--- src/rtl/pfg_pkg.sv ---
package pfg_pkg;

   // Decision taken for one input beat
   typedef enum logic [2:0] {
      ACT_NONE      = 3'd0,  // no beat this cycle
      ACT_PASS      = 3'd1,  // forward unchanged
      ACT_MARK_ERR  = 3'd2,  // forward with error forced high
      ACT_FORCE_EOP = 3'd3,  // emit synthesized closing beat
      ACT_DISCARD   = 3'd4   // swallow the beat
   } pfg_act_e;

   // Per-port framing state
   typedef struct packed {
      logic open;   // packet in progress
      logic drop;   // discarding until an input end marker
   } pfg_flags_t;

endpackage

--- src/rtl/pfg_port_state.sv ---
module pfg_port_state #(
   parameter int NUM_PORTS = 4,
   parameter int PORT_W    = 2
) (
   input  logic                clk,
   input  logic                rst,
   input  logic                wr_en,
   input  logic [PORT_W-1:0]   wr_port,
   input  pfg_pkg::pfg_flags_t wr_flags,
   input  logic [PORT_W-1:0]   rd_port,
   output pfg_pkg::pfg_flags_t rd_flags
);
   import pfg_pkg::*;

   generate
      if (NUM_PORTS == 1) begin : g_single
         pfg_flags_t flags_q;
         logic       unused_idx;

         always_ff @(posedge clk) begin
            if (rst)        flags_q <= '0;
            else if (wr_en) flags_q <= wr_flags;
         end

         assign rd_flags   = flags_q;
         assign unused_idx = ^{wr_port, rd_port};
      end else begin : g_multi
         pfg_flags_t flags_q [NUM_PORTS];

         always_ff @(posedge clk) begin
            for (int i = 0; i < NUM_PORTS; i++) begin
               if (rst)
                  flags_q[i] <= '0;
               else if (wr_en && (wr_port == PORT_W'(i)))
                  flags_q[i] <= wr_flags;
            end
         end

         always_comb begin
            rd_flags = '0;
            for (int i = 0; i < NUM_PORTS; i++) begin
               if (rd_port == PORT_W'(i)) rd_flags = flags_q[i];
            end
         end
      end
   endgenerate

endmodule

--- src/rtl/pfg_classify.sv ---
module pfg_classify (
   input  logic                in_en,
   input  logic                in_sop,
   input  logic                in_eop,
   input  pfg_pkg::pfg_flags_t cur,
   output pfg_pkg::pfg_act_e   act,
   output pfg_pkg::pfg_flags_t nxt,
   output logic                upd
);
   import pfg_pkg::*;

   always_comb begin
      act = ACT_NONE;
      nxt = cur;
      upd = 1'b0;
      if (in_en) begin
         upd = 1'b1;
         if (cur.drop) begin
            // swallow everything; a real end marker resumes normal traffic
            act = ACT_DISCARD;
            if (in_eop) nxt.drop = 1'b0;
         end else if (cur.open) begin
            if (in_sop) begin
               // lost end marker: close the packet, then discard
               act      = ACT_FORCE_EOP;
               nxt.open = 1'b0;
               nxt.drop = ~in_eop;
            end else begin
               act = ACT_PASS;
               if (in_eop) nxt.open = 1'b0;
            end
         end else begin
            if (in_sop) begin
               act      = ACT_PASS;
               nxt.open = ~in_eop;
            end else if (in_eop) begin
               act = ACT_MARK_ERR;
            end else begin
               act = ACT_PASS;
            end
         end
      end
   end

endmodule

--- src/rtl/pfg_out_stage.sv ---
module pfg_out_stage #(
   parameter int DATA_W = 32,
   parameter int PORT_W = 2
) (
   input  logic              clk,
   input  logic              rst,
   input  pfg_pkg::pfg_act_e act,
   input  logic [PORT_W-1:0] in_port,
   input  logic              in_sop,
   input  logic              in_eop,
   input  logic              in_err,
   input  logic [DATA_W-1:0] in_data,
   output logic              out_en,
   output logic [PORT_W-1:0] out_port,
   output logic              out_sop,
   output logic              out_eop,
   output logic              out_err,
   output logic [DATA_W-1:0] out_data,
   output logic              missing_eop,
   output logic [PORT_W-1:0] missing_eop_port
);
   import pfg_pkg::*;

   always_ff @(posedge clk) begin
      if (rst) begin
         out_en           <= 1'b0;
         out_port         <= '0;
         out_sop          <= 1'b0;
         out_eop          <= 1'b0;
         out_err          <= 1'b0;
         out_data         <= '0;
         missing_eop      <= 1'b0;
         missing_eop_port <= '0;
      end else begin
         out_en      <= 1'b0;
         out_sop     <= 1'b0;
         out_eop     <= 1'b0;
         out_err     <= 1'b0;
         out_data    <= '0;
         missing_eop <= 1'b0;
         case (act)
            ACT_PASS, ACT_MARK_ERR: begin
               out_en   <= 1'b1;
               out_port <= in_port;
               out_sop  <= in_sop;
               out_eop  <= in_eop;
               out_err  <= in_err | (act == ACT_MARK_ERR);
               out_data <= in_data;
            end
            ACT_FORCE_EOP: begin
               out_en           <= 1'b1;
               out_port         <= in_port;
               out_eop          <= 1'b1;
               out_err          <= 1'b1;
               missing_eop      <= 1'b1;
               missing_eop_port <= in_port;
            end
            default: ;
         endcase
      end
   end

endmodule

--- src/rtl/pfg_frame_guard.sv ---
module pfg_frame_guard #(
   parameter int NUM_PORTS = 4,
   parameter int DATA_W    = 32
) (
   input  logic                                             clk,
   input  logic                                             rst,
   input  logic                                             in_en,
   input  logic [((NUM_PORTS > 1) ? $clog2(NUM_PORTS) : 1)-1:0] in_port,
   input  logic                                             in_sop,
   input  logic                                             in_eop,
   input  logic                                             in_err,
   input  logic [DATA_W-1:0]                                in_data,
   output logic                                             out_en,
   output logic [((NUM_PORTS > 1) ? $clog2(NUM_PORTS) : 1)-1:0] out_port,
   output logic                                             out_sop,
   output logic                                             out_eop,
   output logic                                             out_err,
   output logic [DATA_W-1:0]                                out_data,
   output logic                                             missing_eop,
   output logic [((NUM_PORTS > 1) ? $clog2(NUM_PORTS) : 1)-1:0] missing_eop_port
);
   import pfg_pkg::*;

   localparam int PORT_W = (NUM_PORTS > 1) ? $clog2(NUM_PORTS) : 1;

   generate
      if (NUM_PORTS < 1) begin : g_bad_ports
         $error("pfg_frame_guard: NUM_PORTS must be at least 1");
      end
      if (DATA_W < 1) begin : g_bad_width
         $error("pfg_frame_guard: DATA_W must be at least 1");
      end
   endgenerate

   pfg_flags_t cur_flags;
   pfg_flags_t nxt_flags;
   pfg_act_e   act;
   logic       upd;

   pfg_port_state #(
      .NUM_PORTS (NUM_PORTS),
      .PORT_W    (PORT_W)
   ) u_state (
      .clk      (clk),
      .rst      (rst),
      .wr_en    (upd),
      .wr_port  (in_port),
      .wr_flags (nxt_flags),
      .rd_port  (in_port),
      .rd_flags (cur_flags)
   );

   pfg_classify u_classify (
      .in_en  (in_en),
      .in_sop (in_sop),
      .in_eop (in_eop),
      .cur    (cur_flags),
      .act    (act),
      .nxt    (nxt_flags),
      .upd    (upd)
   );

   pfg_out_stage #(
      .DATA_W (DATA_W),
      .PORT_W (PORT_W)
   ) u_out (
      .clk              (clk),
      .rst              (rst),
      .act              (act),
      .in_port          (in_port),
      .in_sop           (in_sop),
      .in_eop           (in_eop),
      .in_err           (in_err),
      .in_data          (in_data),
      .out_en           (out_en),
      .out_port         (out_port),
      .out_sop          (out_sop),
      .out_eop          (out_eop),
      .out_err          (out_err),
      .out_data         (out_data),
      .missing_eop      (missing_eop),
      .missing_eop_port (missing_eop_port)
   );

endmodule

--- config.mk ---
export PLATFORM = sky130hd
export DESIGN_NAME = pfg_frame_guard
export DESIGN_NICKNAME = d
export VERILOG_FILES = /design/src/rtl/pfg_pkg.sv /design/src/rtl/pfg_port_state.sv /design/src/rtl/pfg_classify.sv /design/src/rtl/pfg_out_stage.sv /design/src/rtl/pfg_frame_guard.sv
export SDC_FILE = /design/constraint.sdc
export NUM_CORES = 1
export LEC_CHECK = 0
export ABC_AREA = 1
export BUFFER_PORTS_ARGS = -buffer_cell sky130_fd_sc_hd__buf_2
export CORE_ASPECT_RATIO = 1.75
export CORE_MARGIN = 2
export CORE_UTILIZATION = 36
export CTS_BUF_LIST = sky130_fd_sc_hd__clkbuf_16
export CTS_CLUSTER_SIZE = 12
export DETAILED_ROUTE_END_ITERATION = 10
export PLACE_DENSITY = 0.72
export RECOVER_POWER = 100
export REMOVE_ABC_BUFFERS = 1
export SLEW_MARGIN = 30
export SYNTH_ARGS = -nofsm -noshare
export SYNTH_HDL_FRONTEND = slang
export SYNTH_SLANG_ARGS = --single-unit
--- constraint.sdc ---
create_clock -name clk -period 1.56 [get_ports clk]
set_input_delay 0.312 -clock clk [delete_from_list [all_inputs] [get_ports clk]]
set_output_delay 0.312 -clock clk [all_outputs]
set_load 0.01 [all_outputs]
* Yosys cells after proc, flatten, opt, wreduce, memory -nomap -nowiden
Memories as Yosys holds them, arrays and structs flattened.
Index checks and enable logic that the tools add are counted.
** Operators by class
- Reduce and logical (&&, ||, !) cells :: 8
- Equal/unequal tests :: 6
- Bitwise operators :: 7
- Mux-type cells :: 41
** Operators with widths (count)
- 1-bit two-way mux :: 24
- 2-bit two-way mux :: 12
- 3-bit two-way mux :: 3
- 3-bit by 2-bit equality test with 1-bit output, second input constant :: 2
- 1-bit OR :: 5
- 2-bit equality test, second input constant :: 2
- 1-bit logical AND :: 4
- 1-bit one-hot mux with 2 select lines :: 2
- 2-bit OR reduction :: 2
- 3-bit by 1-bit equality test with 1-bit output, second input constant :: 1
- 3-bit OR reduction :: 1
- 2-bit by 1-bit equality test with 1-bit output, second input constant :: 1
- 2-bit zero test :: 1
- 1-bit NOT :: 2
** Word-level totals
- Output and inout bits :: 41
- Input port bits :: 40
- RAM bits :: 8
- Memories kept :: 1
- Register bits :: 41
** Memory list
- u_state.g_multi.flags_q :: words 4, bits a word 2, rd ports 4, clocked after memory_dff 0, wr ports 4, RTL line pfg_port_state.sv:28 : pfg_flags_t flags_q [NUM_PORTS];

* Logic depth before layout (Yosys ltp)
- Depth in word-level cells :: 12
- Gate-level depth with buffers :: 10

* Hierarchy
From an unflattened synthesis, not the netlist that was laid out.
** Second synthesis, totals
- Cells, all modules :: 210
- Area, all modules :: 1878.1 um^2
** By module, submodules not included
- pfg_out_stage :: area each 1353.8 um^2, cells an instance 142, times used 1
- pfg_port_state :: area each 410.4 um^2, cells an instance 44, times used 1
- pfg_classify :: area each 113.9 um^2, cells an instance 24, times used 1

* Least setup slack after synthesis
OpenSTA, ideal clock, no wires.
- Path kind :: input-to-reg
- Start point :: input in_port[0] in the netlist's numbering
- End point :: memory u_state.g_multi.flags_q[2][1] in the netlist's numbering (data pin)
- Buffers on the path :: 0
- Data required time :: 1.306 ns
- Setup slack :: 0.223 ns
- Data arrival time :: 1.082 ns
- Cell stages on the path :: 8
- Cells stage by stage :: nor2_1 > nand2_1 > nand3_1 > nand3_4 > inv_1 > nand2_1 > nand3_2 > nor2_1
** RTL lines
- from (decl) :: RTL line pfg_frame_guard.sv:8 : input logic [((NUM_PORTS > 1) ? $clog2(NUM_PORTS) : 1)-1:0] in_port,
- to (decl) :: RTL line pfg_port_state.sv:28

==> impl_summary.log <==
INFO  metric clk-insertion-delay-late = 0.28 ns
INFO  metric met1_usage = 11.2%
INFO  metric synth_seq_cells = 49
INFO  metric tritoncts = yes
INFO  metric num_vias = between 1500 and 2000
INFO  metric ys.warnings.count = 0
INFO  metric p_seq_share = 50.9%
INFO  metric dp_hpwl = 3060 um
INFO  metric main_combinational_cell_family_by_area_after_synthesis = simple AND/OR/NAND/NOR gates
INFO  metric grt_util_all_layers = 12.9%
INFO  metric cp_data_required_time = 1.77 ns
INFO  metric synthMuxAreaShare = 0%
INFO  metric unrepaired_setup_endpoints_after_global_routing = no
INFO  metric final_net_count = 332
INFO  metric period_share = 90.1%
INFO  metric core.rowCount = 35
INFO  metric period_minus_slack = 1.41 ns
INFO  metric globalRouteMet3Util = 3.67%
INFO  metric critPathSlowestCell = sky130_fd_sc_hd__edfxtp_1
INFO  metric tritoncts.num_buffers = 5
INFO  metric antenna_cells_inserted = 0
INFO  metric crit_path_cell_trace = nand3_1 -> nand4_2 -> nor2_4 -> nand2_4 -> inv_4 -> nand2_8 -> buf_6 -> nor2_1
INFO  metric cpLargestDelayFamily = simple AND/OR/NAND/NOR gates
INFO  metric routed_wire_length = 3680 um
INFO  metric timing.critical_path.slowest_cell_delay = 0.38 ns
INFO  metric category_of_the_worst_setup_path_launch_point = flip-flop
INFO  metric slew_headroom = between 70% and 80%
INFO  metric power_frac_comb = 12.4%
INFO  metric first_pass_iters = 4
INFO  metric synthTopCellsByArea = sky130_fd_sc_hd__dfxtp_1, sky130_fd_sc_hd__nor2_4, sky130_fd_sc_hd__edfxtp_1, sky130_fd_sc_hd__inv_1, sky130_fd_sc_hd__nor2_1
INFO  metric worst_setup_hold_path_clk_slew = 0.06 ns
INFO  metric crit_type = flip-flop to flip-flop
INFO  metric count_of_flip_flops_with_a_built_in_enable_after_synthesis = 8
INFO  metric io_buffers = 80
INFO  metric cap_viol_max_count = 0
INFO  metric power_leakage = 1.18 nW
INFO  metric yosys.area.top_type = sky130_fd_sc_hd__dfxtp_1
INFO  metric syn_avg_cell_area = roughly 10 um^2
INFO  metric worstPathArrival = 1.62 ns
INFO  metric floorplan.initialDensity = 37.4%
INFO  metric grt_first_pass_wirelength = between 5000 and 6000 um
INFO  metric stdcell_area = 2520 um^2
INFO  metric core_area = 5300 um^2
INFO  metric synth-seq-area-share = a little over half
INFO  metric post_cts_hold_buffer_count = 0
INFO  metric die_area = 6130 um^2
INFO  metric critPathCaptureType = flip-flop
INFO  metric post-route-worst-setup-slack = 0.155 ns
INFO  metric dpl_cell_area = 2530 um^2
INFO  metric finClkSkew = 0.00445 ns
INFO  metric bufs_and_invs_on_worst_path = 2
INFO  metric synth_adder_area_share = 0%
INFO  metric fin_worst_hold_slack = 0.211 ns
INFO  metric drt_drc_violations_left = 0
INFO  metric synth_top_cell_area_share = between 40% and 50%
INFO  metric slew_violations = 0
INFO  metric pin_count = 81
INFO  metric clock-sinks = 49
INFO  metric irDropWorstVdd = ~0.0007 V
INFO  metric cts_buffer_depth = 2
INFO  metric drt_first_iter_violations = 53
INFO  metric die_width = 60.1 um
INFO  metric summed_instance_area_of_the_synthesized_netlist = ~2000 um^2
INFO  metric globalRouteMet2Util = 25.2%
INFO  metric grt.busiest_layer = met2
INFO  metric number_of_antenna_violations_at_the_first_check_in_global_routing = 0
INFO  metric postSynth.asyncResetShare = 0%
INFO  metric via_count_of_the_first_global_routing_pass = 1479
INFO  metric critical_path.max_fanout = 11
INFO  metric post_synth_xor_area_fraction = 0%
INFO  metric yosysUniqueCellTypes = 25
INFO  metric layout_cell_share_with_drive_strength_beyond_1 = between 30 and 40%
INFO  metric finalHoldViolations = 0
INFO  metric postCtsResizedCells = 0
INFO  metric post_cts.repair.setup_buffers = 0
INFO  metric place_worst_setup_slack = -0.0940 ns
INFO  metric drt.antenna.violating_nets = 0
INFO  metric post_synth_and_or_nand_nor_area_fraction = between 30% and 40%
INFO  metric postSynthCellCount = 195
INFO  metric clock_power_share = 36.8%
INFO  metric clockRootBuffer = sky130_fd_sc_hd__clkbuf_16
INFO  metric route.detailed.wl_per_inst = between 10 and 15 um
INFO  metric class_of_the_most_critical_hold_timing_path = input port to flip-flop
INFO  metric power_per_cell_area = about 1100 nW/um^2
INFO  metric area_delta_synth_final = 27.4%
INFO  metric grt_start_max_net_pins = 14
INFO  metric transition_time_at_the_pin_with_the_least_slew_margin = around 0.39 ns
INFO  metric synth_top_flop_cell = sky130_fd_sc_hd__dfxtp_1
INFO  metric setup-violations-final = 0
INFO  metric area_fraction_in_compound_gates_after_synthesis = 2.84%
INFO  metric nFillCells = 546
INFO  metric h-tree-depth = 2
INFO  metric run_status = finished clean
INFO  metric grt-ovfl-total = 0
INFO  metric netSwitchingFraction = 23.3%
INFO  metric place.gp.congestion = 0.838
INFO  metric net_load_switching_power = 621 uW
INFO  metric internal_power = 2.05 mW
INFO  metric post_drt_via_cell_ratio = 4.19
INFO  metric floorplan.die.height = just over 100 um
INFO  metric f_max = just over 0.7 GHz
## layer usage
metal / vias up / part of all wire, %
li1: 774 / -
met4: 0 / 1.2
met3: 4 / 5.5
met5: - / 0
met2: 49 / 59
met1: 707 / 34
## placed cells by master (no fill, tap or decap), drive strengths merged
cell type,count
a21oi,1
a31oi,1
buf,48
clkbuf,54
dfxtp,41
edfxtp,8
inv,42
nand2,19
nand3,11
nand4,4
nor2,53
o21ai,6
o31ai,2
or2,2
## logic make-up after synthesis
family	after synthesis
AO/OA/AOI/OAI	10
buffers and inverters	47
AND/OR/NAND/NOR	89
flip-flops	49
## worst paths after layout
path	from	endpoint	slack, ns	depth (start not counted)
worst min register to register	u_out.missing_eop_port[0]$_SDFFE_PP0P_	u_out.missing_eop_port[0]$_SDFFE_PP0P_	0.48	2
worst min-delay path	rst	u_out.out_eop$_SDFF_PP0_	0.21	2
worst max-delay path	u_state.g_multi.flags_q[1][0]$_SDFFCE_PN0P_	u_out.out_data[21]$_SDFF_PP0_	0.15	8
worst max register to register	u_state.g_multi.flags_q[1][0]$_SDFFCE_PN0P_	u_out.out_data[21]$_SDFF_PP0_	0.15	8
## state kept, by name, summed over array words and instances (netlist names)
register / count
u_out.out_data: 32
u_out.out_en: 1
u_out.out_port: 2
u_out.out_eop: 1
u_out.missing_eop: 1
u_out.out_sop: 1
u_state.g_multi.flags_q: 8
u_out.missing_eop_port: 2
u_out.out_err: 1
## worst reg2reg max path, stage by stage (launching register included)
cell	delay [ns]
sky130_fd_sc_hd__edfxtp_1	0.38
sky130_fd_sc_hd__nand3_1	0.13
sky130_fd_sc_hd__nand4_2	0.13
sky130_fd_sc_hd__nor2_4	0.18
sky130_fd_sc_hd__nand2_4	0.08
sky130_fd_sc_hd__inv_4	0.08
sky130_fd_sc_hd__nand2_8	0.08
sky130_fd_sc_hd__buf_6	0.17
sky130_fd_sc_hd__nor2_1	0.10
## cells in the mapped netlist (3+ instances only)
cell                       number
sky130_fd_sc_hd__inv_1         38
sky130_fd_sc_hd__nor2_1        22
sky130_fd_sc_hd__nand2_1       17
sky130_fd_sc_hd__nand4_1        3
sky130_fd_sc_hd__buf_12         3
sky130_fd_sc_hd__nor2_2         7
sky130_fd_sc_hd__nor2_4        24
sky130_fd_sc_hd__nand3_1        8
sky130_fd_sc_hd__edfxtp_1       8
sky130_fd_sc_hd__dfxtp_1       41
sky130_fd_sc_hd__o21ai_0        6
## power by group through the flow
stage / Clock [mW] / Sequential [mW] / Combinational, mW
final: 0.981 / 1.36 / 0.330
after global routing: 1.07 / 1.36 / 0.370
after CTS: 1.01 / 1.36 / 0.379
after detailed placement: 0 / 1.38 / 0.378
after global placement: 0 / 1.38 / 0.370
after floorplan: 0 / 1.41 / 0.175
## through the flow
stage	TNS [ns]	utilization (%)	power (mW)	cells
2_1_floorplan	0	-	1.58	188
3_3_place_gp	-0.216	47.8	1.75	359
3_5_place_dp	-1.05	47.8	1.76	359
4_1_cts	0	50.3	2.75	366
5_1_grt	0	47.6	2.81	366
6_report	0	47.6	2.67	366
## final cells by class
type / count / area, um^2 / share of cell area [%]
Sequential cell: 49 / 1060 / 42.1
Tap cell: 74 / 92.6 / 3.67
Multi-Input combinational cell: 99 / 607 / 24.1
Inverter: 40 / 155 / 6.15
Timing Repair Buffer: 97 / 473 / 18.8
Clock buffer: 5 / 125 / 4.96
Clock inverter: 2 / 7.51 / 0.298
(Power assumes the default switching activity.)
